`config.mk`:
```
export PLATFORM = sky130hd
export DESIGN_NAME = pwm_gs_ctrl
export DESIGN_NICKNAME = d
export VERILOG_FILES = /design/src/rtl/pwm_gs_pkg.sv /design/src/rtl/pwm_cfg_reg.sv /design/src/rtl/pwm_ref_edge.sv /design/src/rtl/pwm_gs_timer.sv /design/src/rtl/pwm_chan_cmp.sv /design/src/rtl/pwm_gs_ctrl.sv
export SDC_FILE = /design/constraint.sdc
export NUM_CORES = 1
export LEC_CHECK = 0
export BUFFER_PORTS_ARGS = -buffer_cell sky130_fd_sc_hd__buf_2
export CAP_MARGIN = 20
export CORE_MARGIN = 3
export CORE_UTILIZATION = 64
export DETAILED_ROUTE_END_ITERATION = 7
export PLACE_DENSITY = 0.95
export SYNTH_ARGS = -nofsm -noshare
export SYNTH_HDL_FRONTEND = slang
export SYNTH_HIERARCHICAL = 1
export SYNTH_SLANG_ARGS = --single-unit
```
`constraint.sdc`:
```
create_clock -name clk -period 25 [get_ports clk]
set_clock_uncertainty 0.1 [all_clocks]
set_input_delay 1.25 -clock clk [delete_from_list [all_inputs] [get_ports clk]]
set_output_delay 1.25 -clock clk [all_outputs]
set_load 0.1 [all_outputs]
```
`src/rtl/pwm_gs_pkg.sv`:
```
package pwm_gs_pkg;
  // Function field, packed so that bit 0 is the lowest function bit of the word.
  typedef struct packed {
    logic rise;     // 1: count rising edges
    logic extsrc;   // 1: serial clock line is the reference
    logic restart;  // 1: capture restarts the period
    logic rpt;      // 1: periods repeat
    logic blank;    // 1: outputs forced off
  } fc_t;

  localparam int FC_W = $bits(fc_t);
  localparam int N_COLOUR = 3;
endpackage

```
`src/rtl/pwm_cfg_reg.sv`:
```
module pwm_cfg_reg #(
  parameter int W     = 218,
  parameter int BLANK = 213
) (
  input  logic         clk,
  input  logic         rst_n,
  input  logic         stb,
  input  logic [W-1:0] d,
  output logic [W-1:0] q
);
  localparam logic [W-1:0] RST_VAL = {{(W-1){1'b0}}, 1'b1} << BLANK;

  logic [W-1:0] q_nxt;

  always_comb begin
    q_nxt = q;
    if (stb) q_nxt = d;
  end

  always_ff @(posedge clk or negedge rst_n) begin
    if (!rst_n) q <= RST_VAL;
    else if (stb) q <= q_nxt;
  end
endmodule

```
`src/rtl/pwm_ref_edge.sv`:
```
module pwm_ref_edge (
  input  logic clk,
  input  logic rst_n,
  input  logic osc,
  input  logic sclk,
  input  logic sel_ext,
  input  logic sel_rise,
  output logic edge_o
);
  logic src, sync1, sync2, prev;
  logic rise_det, fall_det;

  always_comb begin
    src      = sel_ext ? sclk : osc;
    rise_det = sync2 & ~prev;
    fall_det = ~sync2 & prev;
    edge_o   = sel_rise ? rise_det : fall_det;
  end

  always_ff @(posedge clk or negedge rst_n) begin
    if (!rst_n) begin
      sync1 <= 1'b0;
      sync2 <= 1'b0;
      prev  <= 1'b0;
    end else begin
      sync1 <= src;
      sync2 <= sync1;
      prev  <= sync2;
    end
  end

  // two rising detections can never be back to back
  p_edge_spaced_r9: assert property (@(posedge clk) disable iff (!rst_n)
    (edge_o && sel_rise) |=> !(edge_o && sel_rise));
endmodule

```
`src/rtl/pwm_gs_timer.sv`:
```
module pwm_gs_timer #(
  parameter int GS_W = 16,
  parameter int NCH  = 12
) (
  input  logic                 clk,
  input  logic                 rst_n,
  input  logic                 blank,
  input  logic                 rpt,
  input  logic                 restart,
  input  logic                 step,
  input  logic [NCH*GS_W-1:0]  gs_pend,
  input  logic [NCH*GS_W-1:0]  gs_new,
  output logic [GS_W-1:0]      cnt,
  output logic                 done,
  output logic [NCH*GS_W-1:0]  gs_act
);
  localparam logic [GS_W-1:0] CNT_MAX = '1;

  logic [GS_W-1:0]     cnt_nxt;
  logic                done_nxt;
  logic [NCH*GS_W-1:0] act_nxt;
  logic                upd_en;

  always_comb begin
    cnt_nxt  = cnt;
    done_nxt = done;
    act_nxt  = gs_act;
    upd_en   = 1'b0;
    if (restart) begin
      cnt_nxt  = '0;
      done_nxt = 1'b0;
      act_nxt  = gs_new;
      upd_en   = 1'b1;
    end else if (blank) begin
      cnt_nxt  = '0;
      done_nxt = 1'b0;
      act_nxt  = gs_pend;
      upd_en   = 1'b1;
    end else if (step && !done) begin
      upd_en = 1'b1;
      if (cnt == CNT_MAX) begin
        cnt_nxt = '0;
        act_nxt = gs_pend;
        if (!rpt) done_nxt = 1'b1;
      end else begin
        cnt_nxt = cnt + 1'b1;
      end
    end
  end

  always_ff @(posedge clk or negedge rst_n) begin
    if (!rst_n) begin
      cnt    <= '0;
      done   <= 1'b0;
      gs_act <= '0;
    end else if (upd_en) begin
      cnt    <= cnt_nxt;
      done   <= done_nxt;
      gs_act <= act_nxt;
    end
  end

  p_restart_clear_r7: assert property (@(posedge clk) disable iff (!rst_n)
    restart |=> (cnt == '0) && !done);
  p_blank_clear_r3: assert property (@(posedge clk) disable iff (!rst_n)
    blank |=> (cnt == '0) && !done);
  p_oneshot_hold_r5: assert property (@(posedge clk) disable iff (!rst_n)
    (done && !blank && !restart) |=> done && (cnt == '0));
  p_idle_hold_r9: assert property (@(posedge clk) disable iff (!rst_n)
    (!step && !blank && !restart) |=> $stable(cnt));
endmodule

```
`src/rtl/pwm_chan_cmp.sv`:
```
module pwm_chan_cmp #(
  parameter int GS_W = 16,
  parameter int NCH  = 12
) (
  input  logic [GS_W-1:0]     cnt,
  input  logic [NCH*GS_W-1:0] gs_act,
  input  logic                en,
  output logic [NCH-1:0]      on
);
  for (genvar c = 0; c < NCH; c++) begin : g_ch
    always_comb on[c] = en && (cnt < gs_act[c*GS_W +: GS_W]);
  end
endmodule

```
`src/rtl/pwm_gs_ctrl.sv`:
```
module pwm_gs_ctrl #(
  parameter int GS_W   = 16,
  parameter int BR_W   = 7,
  parameter int N_GRP  = 4,
  localparam int NCH   = N_GRP * pwm_gs_pkg::N_COLOUR,
  localparam int GS_TOT = NCH * GS_W,
  localparam int BR_LO = GS_TOT,
  localparam int FC_LO = BR_LO + pwm_gs_pkg::N_COLOUR * BR_W,
  localparam int W     = FC_LO + pwm_gs_pkg::FC_W
) (
  input  logic            clk,
  input  logic            rst_n,
  input  logic [W-1:0]    cfg_word,
  input  logic            latch_stb,
  input  logic            osc_tick,
  input  logic            sclk_in,
  output logic [NCH-1:0]  chan_on,
  output logic [BR_W-1:0] bright_r,
  output logic [BR_W-1:0] bright_g,
  output logic [BR_W-1:0] bright_b
);
  import pwm_gs_pkg::*;

  logic        rs_meta, srst_n;
  logic [W-1:0] cfg_q;
  fc_t         fc_q, fc_in;
  logic        ref_edge, restart;
  logic [GS_W-1:0]   cnt;
  logic              done;
  logic [GS_TOT-1:0] gs_act;

  // reset: asserted asynchronously, released on the clock
  always_ff @(posedge clk or negedge rst_n) begin
    if (!rst_n) begin
      rs_meta <= 1'b0;
      srst_n  <= 1'b0;
    end else begin
      rs_meta <= 1'b1;
      srst_n  <= rs_meta;
    end
  end

  pwm_cfg_reg #(.W(W), .BLANK(FC_LO)) u_cfg (
    .clk(clk), .rst_n(srst_n), .stb(latch_stb), .d(cfg_word), .q(cfg_q)
  );

  always_comb begin
    fc_q     = fc_t'(cfg_q[FC_LO +: FC_W]);
    fc_in    = fc_t'(cfg_word[FC_LO +: FC_W]);
    restart  = latch_stb && fc_in.restart;
    bright_r = cfg_q[BR_LO +: BR_W];
    bright_g = cfg_q[BR_LO + BR_W +: BR_W];
    bright_b = cfg_q[BR_LO + 2*BR_W +: BR_W];
  end

  pwm_ref_edge u_edge (
    .clk(clk), .rst_n(srst_n), .osc(osc_tick), .sclk(sclk_in),
    .sel_ext(fc_q.extsrc), .sel_rise(fc_q.rise), .edge_o(ref_edge)
  );

  pwm_gs_timer #(.GS_W(GS_W), .NCH(NCH)) u_timer (
    .clk(clk), .rst_n(srst_n), .blank(fc_q.blank), .rpt(fc_q.rpt),
    .restart(restart), .step(ref_edge),
    .gs_pend(cfg_q[GS_TOT-1:0]), .gs_new(cfg_word[GS_TOT-1:0]),
    .cnt(cnt), .done(done), .gs_act(gs_act)
  );

  pwm_chan_cmp #(.GS_W(GS_W), .NCH(NCH)) u_cmp (
    .cnt(cnt), .gs_act(gs_act), .en(!fc_q.blank && !done), .on(chan_on)
  );

  p_blank_off_r3: assert property (@(posedge clk) disable iff (!srst_n)
    fc_q.blank |-> (chan_on == '0));
  p_oneshot_off_r5: assert property (@(posedge clk) disable iff (!srst_n)
    done |-> (chan_on == '0));
  p_bright_cap_r1: assert property (@(posedge clk) disable iff (!srst_n)
    latch_stb |=> (bright_g == $past(cfg_word[BR_LO + BR_W +: BR_W])));
  p_hold_word_r2: assert property (@(posedge clk) disable iff (!srst_n)
    !latch_stb |=> $stable(cfg_q));
endmodule

```
Yosys cells after proc, flatten, opt, wreduce, memory -nomap -nowiden
Cells that the tools add are included.

word-level totals
  output and inout bits = 33
  register bits = 432
  input port bits = 223

operators by class
  magnitude comparators = 12
  bitwise operators = 4
  $add $sub $neg = 1
  mux-type cells = 18
  equal/unequal tests = 2
  reductions and logical operators = 22

operator list
  cell                                            number
  two-way mux 192 bit                             4
  less-than comparator 16 bit                     12
  two-way mux 16 bit                              4
  adder 16 x 1 -> 16 bit (second input constant)  1
  equality test 16 bit (second input constant)    1
  logical AND 1 bit                               15
  two-way mux 1 bit                               10
  nonzero test 3 bit                              2
  AND reduction 4 bit                             1
  != test 3 bit (second input constant)           1
  AND reduction 3 bit                             1
  bitwise AND 1 bit                               2
  zero test 1 bit                                 2
  NOT 1 bit                                       2
  AND reduction 2 bit                             1

Longest topological paths before layout
Gate-level depths: netlist of run 1.

  word-level depth = 8
  depth in mapped cells = 9
  gate-level depth less buffers = 6

Cells and area by module
The synthesis of run 1 kept the hierarchy.

by module, submodules not included
  module        instances  area each (sq um)  cells an instance
  pwm_gs_timer  1          10306.1            713
  pwm_cfg_reg   1          8524.4             460
  pwm_chan_cmp  1          4590.7             626
  pwm_ref_edge  1          108.9              7
  pwm_gs_ctrl   1          63.8               5

Least setup slack after synthesis of run 1
No wires, ideal clock.

  path kind = register -> output
  start = reg u_timer.cnt[11]
  end = out chan_on[11]
  path slack = 19962 ps
  stages on the path, launching flop included = 5
  arrival = 3688 ps
  required time = 23650 ps
  path through = dfrtp_1 ha_1 and4_1 a311o_1 a211oi_1

between the ends
  longest elaborated chain between the ends = 2

ends and longest elaborated chain
  item                         RTL line            source
  from (decl)                  pwm_gs_timer.sv:13  output logic [GS_W-1:0] cnt,
  from (signal assigned)       pwm_gs_timer.sv:57  cnt <= cnt_nxt;
  less-than comparator 16 bit  pwm_chan_cmp.sv:11  always_comb on[c] = en && (cnt < gs_act[c*GS_W +: GS_W]);
  logical AND 1 bit            pwm_chan_cmp.sv:11
  to (decl)                    pwm_gs_ctrl.sv:17   output logic [NCH-1:0] chan_on,

Every way passes these cells.

Final worst setup path of run 1
  start = reg u_timer.cnt[10]
  end = out chan_on[11]

Same word-level chain as after synthesis.

==> results by group, run 1 <==
Timing
  • Final period utilization: 19.67%
  • RSZ-0062 raised after global routing: no
  • TNS Setup: 0 ps
  • # setup viols final: 0
  • Max_slew headroom: between 10% and 20%
  • Tmin final: 4918 ps
  • Slew @ Worst Pin: between 1000 and 1500 ps
  • Fin. max-slew vios: 0
  • Final Hold Viols: 0
  • Fmax: 203.3 MHz
  • WHS: 260.8 ps

Global route
  • Met2 Use GR: about half
  • Most used routing layer in global routing: met2
  • Grt ovf: 0
  • GRT Overall Usage: 29.62%
  • Met1 usage: 37.46%
  • Largest net degree at the start of global routing: 112
  • Global-route wire length before repair: slightly above 90 mm
  • GR Layer Usage met3: 4.696%
  • Vias in the first global route: 16990
  • Initial antenna violation count: 3

CTS
  • Root Driver: clkbuf_16
  • Clock sink count: 431
  • Max H-tree Level: 2
  • Skew-Pair Late Insertion Delay: about 580 ps
  • Cts bufs inserted: 45
  • Clk slew on worst S/H paths: 60 ps
  • Cts repair resizes: 0
  • Number of setup buffers added after CTS: 0
  • Maximum root-to-sink buffer count: 3
  • Post-CTS Hold Buffers: 0
  • CTS tree: yes

Synth
  • Synth Area per Inst: 13.02 um^2
  • Syn. warnings: 6
  • Synth Net Count: 2213
  • Synth Cell Area: 23560 um^2
  • Cells after Synth: 1809

Floorplan
  • Starting Density: 65.59%
  • DIE AREA: 39150 um^2
  • Rows: 69
  • Ports: 256
  • Die W: just under 200 um
  • Die Ht: 197.9 um
  • Core Area: 35910 um^2

Power and ir drop
  • Net Sw Power: between 0.0005 and 0.0006 W
  • Clk network pwr share: 36.4%
  • Power density cells: 72.82 nW/um^2
  • Flop pwr share: 43.9%
  • Peak VDD IR: 0.00006488 V
  • Static leakage: 12.84 nW
  • Pint: 0.001408 W
  • Tot Pwr: 0.001941 W
  • Switching portion of total power: a little over a quarter
  • Combinational Power Share: 19.7%

Route
  • WL/cell: 22.70 um
  • Residual DRC count: 0
  • Wirelength, routed: 57.98 mm
  • 1st-iter DRT viols: 1108
  • Vias/cell: ~6
  • Number of antenna-violating nets in the routed design: 0
  • TritonRoute pass-1 iters: 8
  • Via count: 15550

Setup path
  • Cell Chain, Critical Path: ha_1, and4_1, a311o_1, a211oi_1, buf_2
  • Slowest stage delay, CP: 1160 ps
  • Startpoint types: flop
  • Buf/Inv on CP: 1
  • Slowest-stage cell, CP: dfrtp_1
  • Worst setup EP type: output port
  • CP Data Arrival Time: roughly 3600 ps
  • Critical Path RT: ~24000 ps
  • CP delay by family, top: flip-flops
  • Crit path max fanout: 15
  • WS Path Type: flop to output port

Status
  • Status: completed

Finish
  • Most common cell after layout, fill and taps aside: mux2_2
  • P&R area growth vs syn: 13.15%
  • Nets: 2461
  • Commonest non-fill, non-tap cells in the layout: mux2_2 (488), dfrtp_1 (429), buf_2 (254)
  • Layout cells sized above 1: around 45%

Placed design
  • Post-DP HPWL: 37.11 mm
  • Routability Congestion: 0.8330
  • Port Buf Inserts: 255

Worst hold path
  • Hold WC Path Type: flop to flop

Job
  • Max-cap violations: 0
[metal layers]
metal	part of all wire [%]	wire length [um]
met4	4.3	2466
met3	6.2	3603
met2	50	28750
met1	40	23150
met5	0	0
[stage by stage]
step	instances	setup slack (ps)	instance area, um^2	utilization (%)
CTS	2549	20140	26590	74.04
finish	2554	20080	26650	74.22
detailed placement	2469	19800	25030	69.69
global placement	2468	19900	25000	69.61
global route	2554	20090	26650	74.22
floorplan	1809	12000	23560	-
[power by group through the flow]
stage	registers, W	clock network [W]	logic (W)
2_1_floorplan	0.000877	0	0.000262
3_3_place_gp	0.000855	0	0.000349
3_5_place_dp	0.000863	0	0.000373
4_1_cts	0.000853	0.000717	0.000379
5_1_grt	0.000864	0.000741	0.000414
6_report	0.000852	0.000706	0.000382
[sequential cells by signal, indices dropped and copies added (netlist names)]
signal and flops:
u_edge/prev 1, rs_meta 1, u_edge/sync1 1, u_timer/cnt 16
u_timer/gs_act 192, u_edge/sync2 1, srst_n 1, u_timer/done 1
u_cfg/q 217
[final cells by class]
cell class	instances	area [um^2]
antenna	3	7.507
multi-input combinational	1124	11550
sequential	431	10790
timing repair buffer	273	1481
tap	461	576.8
fill	2199	9260
inverter	182	683.2
clock inverter	14	206.4
clock buffer	66	1358
[path summary, 6_finish.rpt]
check | endpoint | startpoint | slack, ps | cells past startpoint
max in group asynchronous | u_cfg/q[150] | srst_n | 22030 | 2
min in group asynchronous | srst_n | rst_n | 350 | 1
min | srst_n | rs_meta | 260 | 0
max | chan_on[11] | u_timer/cnt[10] | 20080 | 5
min reg2reg | srst_n | rs_meta | 260 | 0
max reg2reg | u_timer/gs_act[109] | u_timer/cnt[6] | 20570 | 6
[worst reg2reg max path, cell delays in order (launching register included)]
cell and delay (ps):
dfrtp_1 1070, nand4_1 490, or4_4 700, o21ai_4 170
buf_4 580, buf_4 710, mux2_2 470
Note: power is estimated with default switching activity, not from simulation.
==> run 2, diff against run 1 <==
CORE_UTILIZATION = 60   (was 64)
PLACE_DENSITY = 0.91   (was 0.95)
clock period = 4.55 ns   (was 25 ns; I/O delays follow)
==> run 2 against run 1 <==
Compared with the run above:
- hold slack worse by 150 ps
- die area is 6.5% higher
- total power grew to 5.8 times the previous value
- non-clock buffer count is 231 higher
- utilization is 2.0 points higher
- sequential share of layout area is 3.4 points lower
- clock power grew to 5.9 times the previous value
- critical path depth stayed put
- global-route usage is 3.0 points higher
- register-to-register slack worse by 19000 ps
- first-iteration DRC count is 8.2% lower
- via count is 6.5% higher
==> results by group, run 2 (synthesis results as in run 1) <==
Finish
  • Top Registers: u_cfg/q x217, u_timer/gs_act x192, u_timer/cnt x16
  • Commonest non-fill, non-tap cells in the layout: mux2_2 (488), dfrtp_1 (429), buf_2 (254)
  • Number of flip-flops in the largest register: 217 (unchanged)
  • Layout cells sized above 1: 41.21% (-4.0 points)
  • Most flop-heavy register: u_cfg/q
  • P&R area growth vs syn: 23.51%
  • Nets: 2693 (+9.4%)
  • Layout Utilization: 76.17% (+2.0 points)
  • Most common cell after layout, fill and taps aside: mux2_2
  • Fill cell count: 2135 (-2.9%)

Timing
  • Slew @ Worst Pin: 1071 ps (-157.4 ps)
  • WHS: 108.5 ps (-152.2 ps)
  • Final period utilization: 81.80%
  • TNS Setup: 0 ps (unchanged)
  • Tmin final: 3722 ps
  • Final Hold Viols: 0 (unchanged)
  • Max_slew headroom: 28.61% (+10 points)
  • Fmax: 268.7 MHz
  • RSZ-0062 raised after global routing: no
  • Fin. max-slew vios: 0 (unchanged)
  • # setup viols final: 0 (unchanged)
  • Final worst slack: 828.0 ps (-19250 ps)

Power and ir drop
  • Flop pwr share: 42.1% (-1.8 points)
  • Static leakage: 13.85 nW (+7.9%)
  • Combinational Power Share: 20.9% (+1.2 points)
  • Power density cells: 384.7 nW/um^2 (+430%)
  • Net Sw Power: 0.003191 W (+500%)
  • Peak VDD IR: 0.0003806 V (+490%)
  • Tot Pwr: 0.01119 W (+480%)
  • Clk network pwr share: 36.9% (+0.5 points)
  • Pint: 0.008002 W (+470%)
  • Switching portion of total power: 28.51% (+1.0 points)

Setup path
  • Cell Chain, Critical Path: ha_1, and4_1, a311o_1, a211oi_1, buf_2
  • Slowest stage delay, CP: 1050 ps (-110 ps)
  • Worst setup EP type: output port
  • Worst R2R Start: u_timer/cnt[10]
  • WS Path Type: flop to output port
  • R2R Path End: u_timer/gs_act[43]
  • Reg2Reg Depth: 5 (-1)
  • Slowest-stage cell, CP: dfrtp_1
  • CP delay by family, top: flip-flops
  • CP Data Arrival Time: 3390 ps (-180 ps)
  • Startpoint types: flop
  • Crit path max fanout: 15 (unchanged)
  • Buf/Inv on CP: 1 (unchanged)
  • Reg2reg setup slack: 1150 ps (-19420 ps)
  • Critical Path RT: 4220 ps (-19430 ps)

CTS
  • Cts bufs inserted: 46 (+2.2%)
  • Skew-Pair Late Insertion Delay: 590 ps (about the same)
  • Root Driver: clkbuf_16
  • Maximum root-to-sink buffer count: 3 (unchanged)
  • Clk slew on worst S/H paths: 60 ps (about the same)
  • Number of setup buffers added after CTS: 0 (unchanged)
  • Max H-tree Level: 2 (unchanged)
  • Clock sink count: 431 (unchanged)
  • CTS tree: yes

Global route
  • Vias in the first global route: 19090 (+12%)
  • Largest net degree at the start of global routing: 121 (+8.0%)
  • Grt ovf: 0 (unchanged)
  • GRT Overall Usage: 32.64% (+3.0 points)
  • Initial antenna violation count: 2 (-1)
  • Global-route wire length before repair: 104.9 mm (+16%)

Floorplan
  • Core Area: 38200 um^2 (+6.4%)
  • Die Ht: 204.2 um (+3.2%)
  • Starting Density: 61.67% (-3.9 points)
  • Die W: 204.2 um (+3.2%)
  • DIE AREA: 41680 um^2 (+6.5%)
  • Ports: 256 (unchanged)
  • Rows: 71 (+2.9%)

Route
  • Via count: 16550 (+6.5%)
  • 1st-iter DRT viols: 1017 (-8.2%)
  • Vias/cell: 5.843 (-4.0%)
  • Wirelength, routed: 67.22 mm (+16%)
  • TritonRoute pass-1 iters: 5 (-3)
  • Residual DRC count: 0 (unchanged)
  • Number of antenna-violating nets in the routed design: 0 (unchanged)
  • WL/cell: 23.73 um (+4.5%)

Worst hold path
  • Hold EP: u_cfg/q[208]
  • Min-delay src: latch_stb
  • Hold path depth: 2 (+2)
  • Hold WC Path Type: input port to flop

Placed design
  • Port Buf Inserts: 255 (unchanged)
  • Post-place setup slack: 1261 ps (-18540 ps)
  • Post-DP HPWL: 37.81 mm (+1.9%)
  • Routability Congestion: 0.8398 (+0.82%)

Job
  • Max-cap violations: 0 (unchanged)

Status
  • Status: completed
run 2: cell types whose count changed in the layout (fill, tap and decap cells not counted), moves of 2 or more:
cell,previous run,this run
buf_12,0,7
clkbuf_1,8,5
buf_4,15,21
buf_16,3,0
bufinv_16,5,7
clkbuf_8,11,8
clkinvlp_4,3,5
clkbuf_16,47,49
dlygate4sd3_1,0,221
run 2: metrics by stage:
stage                     instances  cell area, um^2
after detailed placement       2531            25250
after global placement         2531            25250
final                          2833            29100
after global routing           2833            29100
after floorplan                1809            23560
after CTS                      2831            29090
run 2: timing repair:
item / CTS / global route
hold endpoints to repair: 412 / 0
resized for setup: 0 / 0
hold buffers: 221 / 0
run 2: worst max-delay path by stage:
stage / start / endpoint / slack, ps / cells after the start
3_3_place_gp: u_timer/cnt[9] / u_timer/gs_act[60] / 1330 / 5
5_1_grt: u_timer/cnt[9] / chan_on[11] / 780 / 5
3_5_place_dp: u_timer/cnt[10] / u_timer/gs_act[43] / 1260 / 5
6_report: u_timer/cnt[10] / chan_on[11] / 830 / 5
4_1_cts: u_timer/cnt[10] / chan_on[11] / 850 / 5
2_1_floorplan: srst_n / u_cfg/q[0] / 230 / 0
run 2: layout make-up:
cell class                 instances  area [um^2]  share of cell area, %
tap                              511        639.4                  2.197
clock buffer                      62         1355                  4.657
sequential                       431        10790                  37.08
multi-input combinational       1124        11550                  39.70
timing repair buffer             504         3796                  13.05
antenna                            2        5.005                0.01720
inverter                         182        683.2                  2.348
clock inverter                    17        276.5                 0.9503
run 2: power by group through the flow:
stage	combinational, W	sequential (W)	clock, W
floorplan	0.00144	0.00481	0
global placement	0.00198	0.00470	0
detailed placement	0.00209	0.00474	0
CTS	0.00228	0.00469	0.00413
global route	0.00251	0.00477	0.00435
finish	0.00234	0.00472	0.00414
run 2: routing by layer:
metal,track usage (%),up-vias,wire length [um]
met5,0,-,0
met4,18.68,0,4211
met3,5.797,250,3438
met2,59.24,616,35200
met1,35.91,8269,24370
li1,-,7417,-
==> run 3, diff against run 2 <==
CORE_UTILIZATION = 54   (was 60)
PLACE_DENSITY = 0.87   (was 0.91)
clock period = 3.4 ns   (was 4.55 ns; I/O delays follow)
==> run 3 against run 2 <==
Compared with the run above:
- final area is 1.9% higher
- sequential share of layout area decreased by 0.68 points
- final cell count is 3.9% higher
==> results by group, run 3 (synthesis results as in run 1) <==
Setup path
  • Cell Chain, Critical Path: buf_4, ha_1, and4_1, o31ai_1, or4_1, o2111a_1, buf_2
  • Worst setup EP type: output port
  • Slowest stage delay, CP: 530 ps (-520 ps)
  • Startpoint types: flop
  • CP Data Arrival Time: 2960 ps (-430 ps)
  • Slowest-stage cell, CP: dfrtp_1
  • WS Path Type: flop to output port
  • Crit path max fanout: 11 (-4)
  • Reg2reg setup slack: 390 ps (-760 ps)
  • Critical Path RT: 3130 ps (-1090 ps)

Global route
  • Largest net degree at the start of global routing: 104 (-14%)
  • GRT Overall Usage: 28.32% (-4.3 points)
  • Vias in the first global route: 18650 (-2.3%)
  • Global-route wire length before repair: 103.6 mm (-1.2%)
  • Initial antenna violation count: 2 (unchanged)
  • Grt ovf: 0 (unchanged)

Finish
  • P&R area growth vs syn: 25.83%
  • Most common cell after layout, fill and taps aside: mux2_2
  • Layout cells sized above 1: 40.93% (-0.28 points)
  • Number of flip-flops in the largest register: 217 (unchanged)
  • Design area: 29640 um^2 (+1.9%)
  • Nets: 2736 (+1.6%)
  • Top Registers: u_cfg/q x217, u_timer/gs_act x192, u_timer/cnt x16
  • Most flop-heavy register: u_cfg/q
  • Non-Filler Instances: 2944 (+3.9%)
  • Layout Utilization: 69.73% (-6.4 points)
  • Commonest non-fill, non-tap cells in the layout: mux2_2 (488), dfrtp_1 (429), buf_2 (253)

Placed design
  • Post-DP HPWL: 39.53 mm (+4.6%)
  • Dpl cells: 2609 (+3.1%)
  • Area of placed instances: 25490 um^2 (+0.96%)
  • Routability Congestion: 0.8399 (about the same)
  • Port Buf Inserts: 255 (unchanged)

Timing
  • Fin. max-slew vios: 0 (unchanged)
  • Max_slew headroom: 39.57% (+11 points)
  • Fmax: 309.5 MHz
  • Final period utilization: 95.05%
  • Slew @ Worst Pin: 906.5 ps (-164.4 ps)
  • Tmin final: 3232 ps
  • # setup viols final: 0 (unchanged)
  • RSZ-0062 raised after global routing: no
  • Final Hold Viols: 0 (unchanged)

Route
  • 1st-iter DRT viols: 1214 (+19%)
  • WL/cell: 22.21 um (-6.4%)
  • TritonRoute pass-1 iters: 5 (unchanged)
  • Via count: 16700 (+0.87%)
  • Residual DRC count: 0 (unchanged)
  • Vias/cell: 5.671 (-2.9%)
  • Wirelength, routed: 65.39 mm (-2.7%)
  • Number of antenna-violating nets in the routed design: 0 (unchanged)

CTS
  • Clk slew on worst S/H paths: 60 ps (about the same)
  • Max H-tree Level: 2 (unchanged)
  • Cts repair resizes: 0 (unchanged)
  • Skew-Pair Late Insertion Delay: 570 ps (-20 ps)
  • Cts bufs inserted: 46 (unchanged)
  • Root Driver: clkbuf_16
  • CTS tree: yes
  • Clock sink count: 431 (unchanged)
  • Maximum root-to-sink buffer count: 3 (unchanged)
  • Number of setup buffers added after CTS: 0 (unchanged)

Status
  • Status: completed

Floorplan
  • Ports: 256 (unchanged)
  • Die W: 214.9 um (+5.2%)
  • Die Ht: 214.9 um (+5.2%)
  • Starting Density: 55.42% (-6.3 points)
  • Rows: 75 (+5.6%)
  • DIE AREA: 46170 um^2 (+11%)
  • Core Area: 42510 um^2 (+11%)

Worst hold path
  • Hold WC Path Type: input port to flop

Power and ir drop
  • Power density cells: 501.8 nW/um^2 (+30%)
  • Peak VDD IR: 0.0004717 V (+24%)
  • Tot Pwr: 0.01487 W (+33%)
  • Static leakage: 14.09 nW (+1.7%)

Job
  • Max-cap violations: 0 (unchanged)
## run 3: changes by cell type in the layout (fill, tap and decap cells not counted), moves of 3 or more
cell | before | now
clkbuf_1 | 5 | 8
buf_12 | 7 | 12
clkbuf_8 | 8 | 14
buf_4 | 21 | 29
dlygate4sd3_1 | 221 | 252
clkinvlp_4 | 5 | 0
## run 3: final cells by class
| class | count | area [um^2] |
|---|---|---|
| Clock inverter | 10 | 175.2 |
| Sequential cell | 431 | 10790 |
| Fill cell | 2790 | 12870 |
| Tap cell | 577 | 721.9 |
| Multi-Input combinational cell | 1124 | 11560 |
| Timing Repair Buffer | 547 | 4262 |
| Inverter | 182 | 683.2 |
| Clock buffer | 71 | 1449 |
| Antenna cell | 2 | 5.005 |
## run 3: routing by layer
layer	up-vias	track usage [%]	share of wire [%]
met5	-	0	0
met2	599	49.32	50
met1	8362	35.07	40
li1	7518	-	-
met3	217	4.506	5.5
met4	0	12.06	4.4
## run 3: worst paths after layout
check	startpoint	to	depth (start not counted)
min	cfg_word[215]	u_timer/cnt[0]	4
min reg2reg	u_edge/sync1	u_edge/sync2	0
min in group asynchronous	srst_n	u_cfg/q[193]	0
max reg2reg	u_timer/cnt[5]	u_timer/gs_act[153]	5
max in group asynchronous	srst_n	u_cfg/q[107]	2
max	u_timer/cnt[11]	chan_on[10]	7
## run 3: worst max-delay path, delay by kind of cell (launching register included)
kind	cells	cell delay (ps)
AO/OA/AOI/OAI	2	250
AND/OR/NAND/NOR	2	660
flip-flops	1	530
adder cells (fa/ha/maj)	1	340
buffers and inverters	2	590
## run 3: timing repair
item	CTS	global route
setup endpoints to repair	0	0
hold endpoints to repair	412	0
hold buffers	252	0
## run 3: metrics by stage
step                      hold slack, ps  setup TNS, ps  setup slack [ps]
after global routing               165.4              0             73.98
after CTS                          125.6              0             156.0
after detailed placement          -142.5              0             487.7
final                              162.8              0             168.5
after global placement            -144.9              0             584.3
after floorplan                   -225.6        -394730            -922.3
## run 3: power breakdown
part | switching [W] | internal, W | leakage, nW
clock network | 0.00213 | 0.00330 | 0.804
logic | 0.00157 | 0.00161 | 8.20
registers | 0.000431 | 0.00584 | 5.08
total | 0.00413 | 0.0107 | 14.1
